$ cat config.mk
export PLATFORM = sky130hd
export DESIGN_NAME = sweep_trig_ctrl
export DESIGN_NICKNAME = d
export VERILOG_FILES = /design/src/rtl/sweep_trig_pkg.sv /design/src/rtl/sweep_edge_qual.sv /design/src/rtl/sweep_down_cnt.sv /design/src/rtl/sweep_single_arm.sv /design/src/rtl/sweep_trig_ctrl.sv
export SDC_FILE = /design/constraint.sdc
export NUM_CORES = 1
export LEC_CHECK = 0
export CAP_MARGIN = 30
export CORE_MARGIN = 2
export CORE_UTILIZATION = 48
export CTS_CLUSTER_DIAMETER = 200
export CTS_CLUSTER_SIZE = 20
export DETAILED_ROUTE_END_ITERATION = 10
export PLACE_DENSITY = 0.74
export RECOVER_POWER = 25
export REMOVE_ABC_BUFFERS = 1
export SLEW_MARGIN = 20
export SYNTH_ARGS = -nofsm -noshare
export SYNTH_HDL_FRONTEND = slang
export SYNTH_HIERARCHICAL = 1
export SYNTH_SLANG_ARGS = --single-unit
$ cat constraint.sdc
create_clock -name clk -period 1.9 [get_ports clk]
set_input_delay 0.19 -clock clk [delete_from_list [all_inputs] [get_ports clk]]
set_output_delay 0.19 -clock clk [all_outputs]
set_load 0.02 [all_outputs]
$ cat src/rtl/sweep_trig_pkg.sv
package sweep_trig_pkg;

  typedef enum logic [1:0] {
    MODE_NORM   = 2'd0,
    MODE_AUTO   = 2'd1,
    MODE_SINGLE = 2'd2,
    MODE_NORM_B = 2'd3
  } sweep_mode_e;

  typedef enum logic [1:0] {
    DLY_INDEP       = 2'd0,
    DLY_TRIG_AFTER  = 2'd1,
    DLY_START_AFTER = 2'd2,
    DLY_INDEP_B     = 2'd3
  } delay_mode_e;

  typedef enum logic [1:0] {
    ST_IDLE  = 2'd0,
    ST_SWEEP = 2'd1,
    ST_HOLD  = 2'd2
  } ctrl_state_e;

  // Edge qualification: selected direction of change between two samples.
  function automatic logic slope_edge(input logic prev, input logic cur, input logic neg);
    return neg ? (prev & ~cur) : (~prev & cur);
  endfunction

  // A down counter that reaches zero after n cycles starts from n-1.
  function automatic int unsigned count_load(input int unsigned n);
    return (n == 0) ? 0 : n - 1;
  endfunction

  function automatic int unsigned cnt_width(input int unsigned n);
    return (n < 2) ? 1 : $clog2(n + 1);
  endfunction

endpackage

$ cat src/rtl/sweep_edge_qual.sv
module sweep_edge_qual
  import sweep_trig_pkg::*;
(
  input  logic clk,
  input  logic rst,
  input  logic trig_in,
  input  logic slope_neg,
  output logic trig_evt
);
  logic prev_q;
  logic primed_q;

  always_ff @(posedge clk) begin
    if (rst) begin
      prev_q   <= 1'b0;
      primed_q <= 1'b0;
    end else begin
      prev_q   <= trig_in;
      primed_q <= 1'b1;
    end
  end

  // The first sample after reset has no valid predecessor.
  assign trig_evt = primed_q && slope_edge(prev_q, trig_in, slope_neg);
endmodule

$ cat src/rtl/sweep_down_cnt.sv
module sweep_down_cnt #(
  parameter int W = 8,
  parameter logic [W-1:0] RST_VAL = '0
) (
  input  logic         clk,
  input  logic         rst,
  input  logic         load,
  input  logic [W-1:0] load_val,
  input  logic         en,
  output logic         zero
);
  logic [W-1:0] cnt_q;

  always_ff @(posedge clk) begin
    if (rst) begin
      cnt_q <= RST_VAL;
    end else if (load) begin
      cnt_q <= load_val;
    end else if (en && (cnt_q != '0)) begin
      cnt_q <= cnt_q - W'(1);
    end
  end

  assign zero = (cnt_q == '0);
endmodule

$ cat src/rtl/sweep_single_arm.sv
module sweep_single_arm (
  input  logic clk,
  input  logic rst,
  input  logic is_single,
  input  logic arm,
  input  logic consume,
  output logic ready
);
  logic ready_q;

  always_ff @(posedge clk) begin
    if (rst) begin
      ready_q <= 1'b0;
    end else if (consume || !is_single) begin
      ready_q <= 1'b0;
    end else if (arm) begin
      ready_q <= 1'b1;
    end
  end

  assign ready = ready_q;
endmodule

$ cat src/rtl/sweep_trig_ctrl.sv
module sweep_trig_ctrl
  import sweep_trig_pkg::*;
#(
  parameter int HOLDOFF_CYCLES = 16,
  parameter int AUTO_TIMEOUT   = 64
) (
  input  logic       clk,
  input  logic       rst,
  input  logic       trig_in,
  input  logic       slope_neg,
  input  logic [1:0] sweep_mode,
  input  logic [1:0] delay_mode,
  input  logic       delay_start,
  input  logic       sweep_end,
  input  logic       single_arm,
  output logic       sweep_gate,
  output logic       unblank_n,
  output logic       holdoff_active,
  output logic       single_ready
);
  localparam int LONGEST = (HOLDOFF_CYCLES > AUTO_TIMEOUT) ? HOLDOFF_CYCLES : AUTO_TIMEOUT;
  localparam int CNT_W   = cnt_width(LONGEST);
  localparam logic [CNT_W-1:0] HOLD_LOAD = CNT_W'(count_load(HOLDOFF_CYCLES));
  localparam logic [CNT_W-1:0] AUTO_LOAD = CNT_W'(count_load(AUTO_TIMEOUT));

  ctrl_state_e state_q, state_d;

  // Named internal events.
  logic trig_evt;
  logic in_idle, in_sweep, in_hold;
  logic is_auto, is_single;
  logic delay_ok, gate_ok, auto_fire, start_ok;
  logic hold_zero, hold_load, auto_zero, auto_en;
  logic consume;

  assign in_idle   = (state_q == ST_IDLE);
  assign in_sweep  = (state_q == ST_SWEEP);
  assign in_hold   = (state_q == ST_HOLD);
  assign is_auto   = (sweep_mode == MODE_AUTO);
  assign is_single = (sweep_mode == MODE_SINGLE);

  sweep_edge_qual edge_i (
    .clk      (clk),
    .rst      (rst),
    .trig_in  (trig_in),
    .slope_neg(slope_neg),
    .trig_evt (trig_evt)
  );

  assign hold_load = in_sweep && sweep_end;

  sweep_down_cnt #(.W(CNT_W), .RST_VAL('0)) hold_cnt_i (
    .clk     (clk),
    .rst     (rst),
    .load    (hold_load),
    .load_val(HOLD_LOAD),
    .en      (in_hold),
    .zero    (hold_zero)
  );

  assign auto_en = in_idle && is_auto && !trig_evt;

  sweep_down_cnt #(.W(CNT_W), .RST_VAL(AUTO_LOAD)) auto_cnt_i (
    .clk     (clk),
    .rst     (rst),
    .load    (!auto_en),
    .load_val(AUTO_LOAD),
    .en      (auto_en),
    .zero    (auto_zero)
  );

  assign delay_ok  = (delay_mode == DLY_START_AFTER) && delay_start;
  assign gate_ok   = !is_single || single_ready;
  assign auto_fire = in_idle && is_auto && auto_zero;
  assign start_ok  = in_idle && ((((trig_evt || delay_ok) && gate_ok)) || auto_fire);
  assign consume   = start_ok && is_single;

  sweep_single_arm arm_i (
    .clk      (clk),
    .rst      (rst),
    .is_single(is_single),
    .arm      (single_arm),
    .consume  (consume),
    .ready    (single_ready)
  );

  always_comb begin
    state_d = state_q;
    unique case (state_q)
      ST_IDLE:  if (start_ok)  state_d = ST_SWEEP;
      ST_SWEEP: if (sweep_end) state_d = ST_HOLD;
      ST_HOLD:  if (hold_zero) state_d = ST_IDLE;
      default:                 state_d = ST_IDLE;
    endcase
  end

  always_ff @(posedge clk) begin
    if (rst) state_q <= ST_IDLE;
    else     state_q <= state_d;
  end

  assign sweep_gate     = in_sweep;
  assign unblank_n      = !in_sweep;
  assign holdoff_active = in_hold;
endmodule

==> impl_metrics.csv, run 1 <==
group,metric,value,unit
pwr,p_leak,0.661,nW
yosys,ys_ff_latch,19,
final_layout,areaGrowthSynthToFinish,35.3,%
drt,avgViaCountPerCell,5.34,
drt,routed_wl,2.66,mm
clocking,htreeDepth,1,
yosys,syn_area_per_cell,8.62,um^2
floorplan,die_h,53.1,um
clocking,cts_tree,"yes",
grt,grt.overflow.total,0,
critical_path,crit_family,"simple AND/OR/NAND/NOR gates",
clocking,clk_latency,0.30,ns
final_layout,finalInstanceArea,1560,um^2
yosys,ys_seq_area_share,32.9,%
yosys,synth.top_cell.area_share,32.9,%
placement,place_inst,201,
timing,skew,0.00401,ns
drt,drt_iter0_drc,15,
grt,grt_pass1_vias,1091,
timing,hold_slack,0.187,ns
yosys,yosysMostFrequentCell,"dfxtp_1",
placement,port_buffers,14,
clocking,clkSinkCount,19,
placement,dpl_cell_area,1480,um^2
final_layout,diodes,0,
critical_path,slowest_stage,"or4_1",
yosys,synth_cell_types,55,
drt,wl_per_cell,12.9,um
yosys,synth_top_cell_by_area,"dfxtp_1",
critical_path,path_max_fanout,11,
critical_path,worstPathArrival,2.10,ns
outcome,violations,"setup timing",
final_layout,layout-drive-gt1-share,25.3,%
clocking,cts_buffer_depth,2,
placement,hpwl,2.04,mm
drt,via_count,1101,
clocking,clk_pin_slew_worst_paths,0.11,ns
yosys,async_reset_ff_share,0,%
floorplan,die-area,2810,um^2
clocking,hold_buffers,0,
min_path,min-delay-start,"trig_in",
final_layout,final_cells,206,
critical_path,critPathLaunch,"edge_i/prev_q",
timing,fin_crit_sh,100,%
final_layout,num-fill-cells,192,
floorplan,placementRows,17,
critical_path,crit_chain,"nand4bb_1 > nand2_1 > or4_4 > buf_4 > or4_1 > o311a_1",
grt,grt_first_pass_wirelength,4.63,mm
yosys,ys_warn_count,6,
pwr,p_per_area,552,nW/um^2
timing,fin_crit,1.90,ns
grt,grt_max_degree,14,
grt,grt_usage,22.7,%
timing,setup_viol,1,
drt,ant_nets,0,
floorplan,coreArea,2230,um^2
grt,antenna_found_initial,0,
job,cap_violations,0,
yosys,synth_edf_count,0,
clocking,cts_buffers,3,
pwr,irDropWorstVdd,0.000525,V
yosys,syn_inst,134,
critical_path,criticalPathCategory,"reg -> reg",
timing,fmax,525,MHz
timing,rsz0062_at_grt,"yes",
yosys,synth_area,1150,um^2
timing,finalMaxSlewViolations,0,
drt,dr.pass1.iters,4,
yosys,netlist_top_cells_area,"dfxtp_1 (33%), inv_1 (4.2%), nor2_1 (4.2%)",
floorplan,start_util,51.7,%
critical_path,start_kind,"flip-flop",
placement,gp_congestion,0.832,
critical_path,required,2.09,ns
clocking,root_buffer,"clkbuf_4",
critical_path,max_stage_delay,0.51,ns
final_layout,final_nets,192,
yosys,synth_ff_type,"dfxtp_1",
placement,place_ws,-0.457,ns
drt,drc,0,
timing,hold_violations,0,
floorplan,boundaryPins,15,
timing,worst_slack,-0.00392,ns
critical_path,endpoint_kind,"flip-flop",
critical_path,r2r-start,"edge_i/prev_q",
min_path,hold_class,"in -> reg",
critical_path,cp_num_buf_inv,1,
outcome,status,"finished, violations left",
yosys,ys_top_cells_by_count,"dfxtp_1 (19), inv_1 (13), nor2_1 (13)",
floorplan,fp.dieW,53.1,um
power breakdown:
group	internal (mW)	leakage [nW]	switching [mW]
Clock	0.0784	0.0177	0.130
Sequential	0.422	0.157	0.0260
Combinational	0.109	0.486	0.0972
Total	0.610	0.661	0.253
layer usage:
metal	vias to the layer above	wire (um)	GRT usage, %
met5	-	0	0
met4	0	42	8.97
met3	4	50	3.39
met2	12	1380	40.4
met1	520	1190	26.9
li1	565	-	-
layout by cell type (no fill, tap or decap), types with 2 or more instances in the layout:
| cell | count |
|---|---|
| dfxtp_1 | 17 |
| buf_4 | 17 |
| conb_1 | 14 |
| inv_1 | 13 |
| nor2_1 | 13 |
| a21oi_1 | 9 |
| clkdlybuf4s50_1 | 9 |
| nand2_1 | 6 |
| nand2b_1 | 5 |
| nor4_1 | 3 |
| or4_1 | 3 |
| o31ai_1 | 3 |
| clkbuf_4 | 3 |
| dlymetal6s2s_1 | 3 |
| nor2b_2 | 2 |
| or4_4 | 2 |
| nor4b_2 | 2 |
| nand3_1 | 2 |
| xor2_1 | 2 |
| o211ai_1 | 2 |
| a21o_1 | 2 |
| nor4b_4 | 2 |
| nor3_1 | 2 |
| ha_1 | 2 |
| dfxtp_2 | 2 |
| o21a_1 | 2 |
state kept, by name, summed over array words and instances (netlist names):
| name | flops |
|---|---|
| arm_i/ready | 1 |
| auto_cnt_i/cnt_q | 7 |
| edge_i/prev_q | 1 |
| edge_i/primed_q | 1 |
| hold_cnt_i/cnt_q | 7 |
| state_q | 2 |
path summary, 6_finish.rpt:
| check | to | slack, ns | cells after the start |
|---|---|---|---|
| setup reg to reg | auto_cnt_i/cnt_q[0] | -0.004 | 6 |
| hold / removal | edge_i/prev_q | 0.19 | 2 |
| setup / recovery | auto_cnt_i/cnt_q[0] | -0.004 | 6 |
| hold reg to reg | hold_cnt_i/cnt_q[6] | 0.51 | 2 |
layout make-up:
class                   count  area (um^2)  share of cell area (%)
well taps                  28         35.0                    2.24
clock buffers               3         22.5                    1.44
multi-input cells         110          788                    50.4
clock inverters             1         5.00                   0.320
flip-flops and latches     19          383                    24.5
repair buffers             31          274                    17.5
inverters                  14         55.1                    3.52
worst register-to-register path, delay by kind of cell (launching register included):
kind                   cells  cell delay, ns
flip-flops                 1            0.34
AND/OR/NAND/NOR            4            1.14
AO/OA/AOI/OAI              1            0.12
buffers and inverters      1            0.20
cells by family after synthesis:
group,count (synthesis),synth area share (%)
AO/OA/AOI/OAI,33,21.5
XOR/XNOR,3,2.28
adder cells (fa/ha/maj),2,2.17
buffers and inverters,17,5.63
flip-flops,19,32.9
multiplexers,2,2.17
other,2,0.650
AND/OR/NAND/NOR,56,32.7
stage by stage:
step                utilization (%)  setup TNS, ns  power (mW)
floorplan                         -        -0.0730       0.564
detailed placement             66.4          -2.13       0.652
global route                   70.0         -0.240       0.913
global placement               66.4          -1.74       0.644
CTS                            68.3        -0.0268       0.865
finish                         70.0       -0.00392       0.863
repair_timing:
action	CTS	global route
setup endpoints to repair	5	9
buffers inserted	1	0
pin swaps	3	2
hold endpoints to repair	0	0
resized for setup	4	10
(Power assumes the default switching activity.)
==> run 2: changes to the inputs <==
--- a/config.mk
+++ b/config.mk
@@ -11,10 +11,11 @@
 export CTS_CLUSTER_DIAMETER = 200
 export CTS_CLUSTER_SIZE = 20
 export DETAILED_ROUTE_END_ITERATION = 10
+export GPL_ROUTABILITY_DRIVEN = 0
 export PLACE_DENSITY = 0.74
 export RECOVER_POWER = 25
 export REMOVE_ABC_BUFFERS = 1
-export SLEW_MARGIN = 20
+export SLEW_MARGIN = 10
 export SYNTH_ARGS = -nofsm -noshare
 export SYNTH_HDL_FRONTEND = slang
 export SYNTH_HIERARCHICAL = 1
==> results of run 2 <==
No change in the layout: final DEF, timing and power equal those of run 1.
==> run 3: changes to the inputs <==
--- a/config.mk
+++ b/config.mk
@@ -5,7 +5,7 @@
 export SDC_FILE = /design/constraint.sdc
 export NUM_CORES = 1
 export LEC_CHECK = 0
-export CAP_MARGIN = 30
+export CAP_MARGIN = 20
 export CORE_MARGIN = 2
 export CORE_UTILIZATION = 48
 export CTS_CLUSTER_DIAMETER = 200
==> results of run 3 <==
No change in the layout: final DEF, timing and power equal those of run 1.
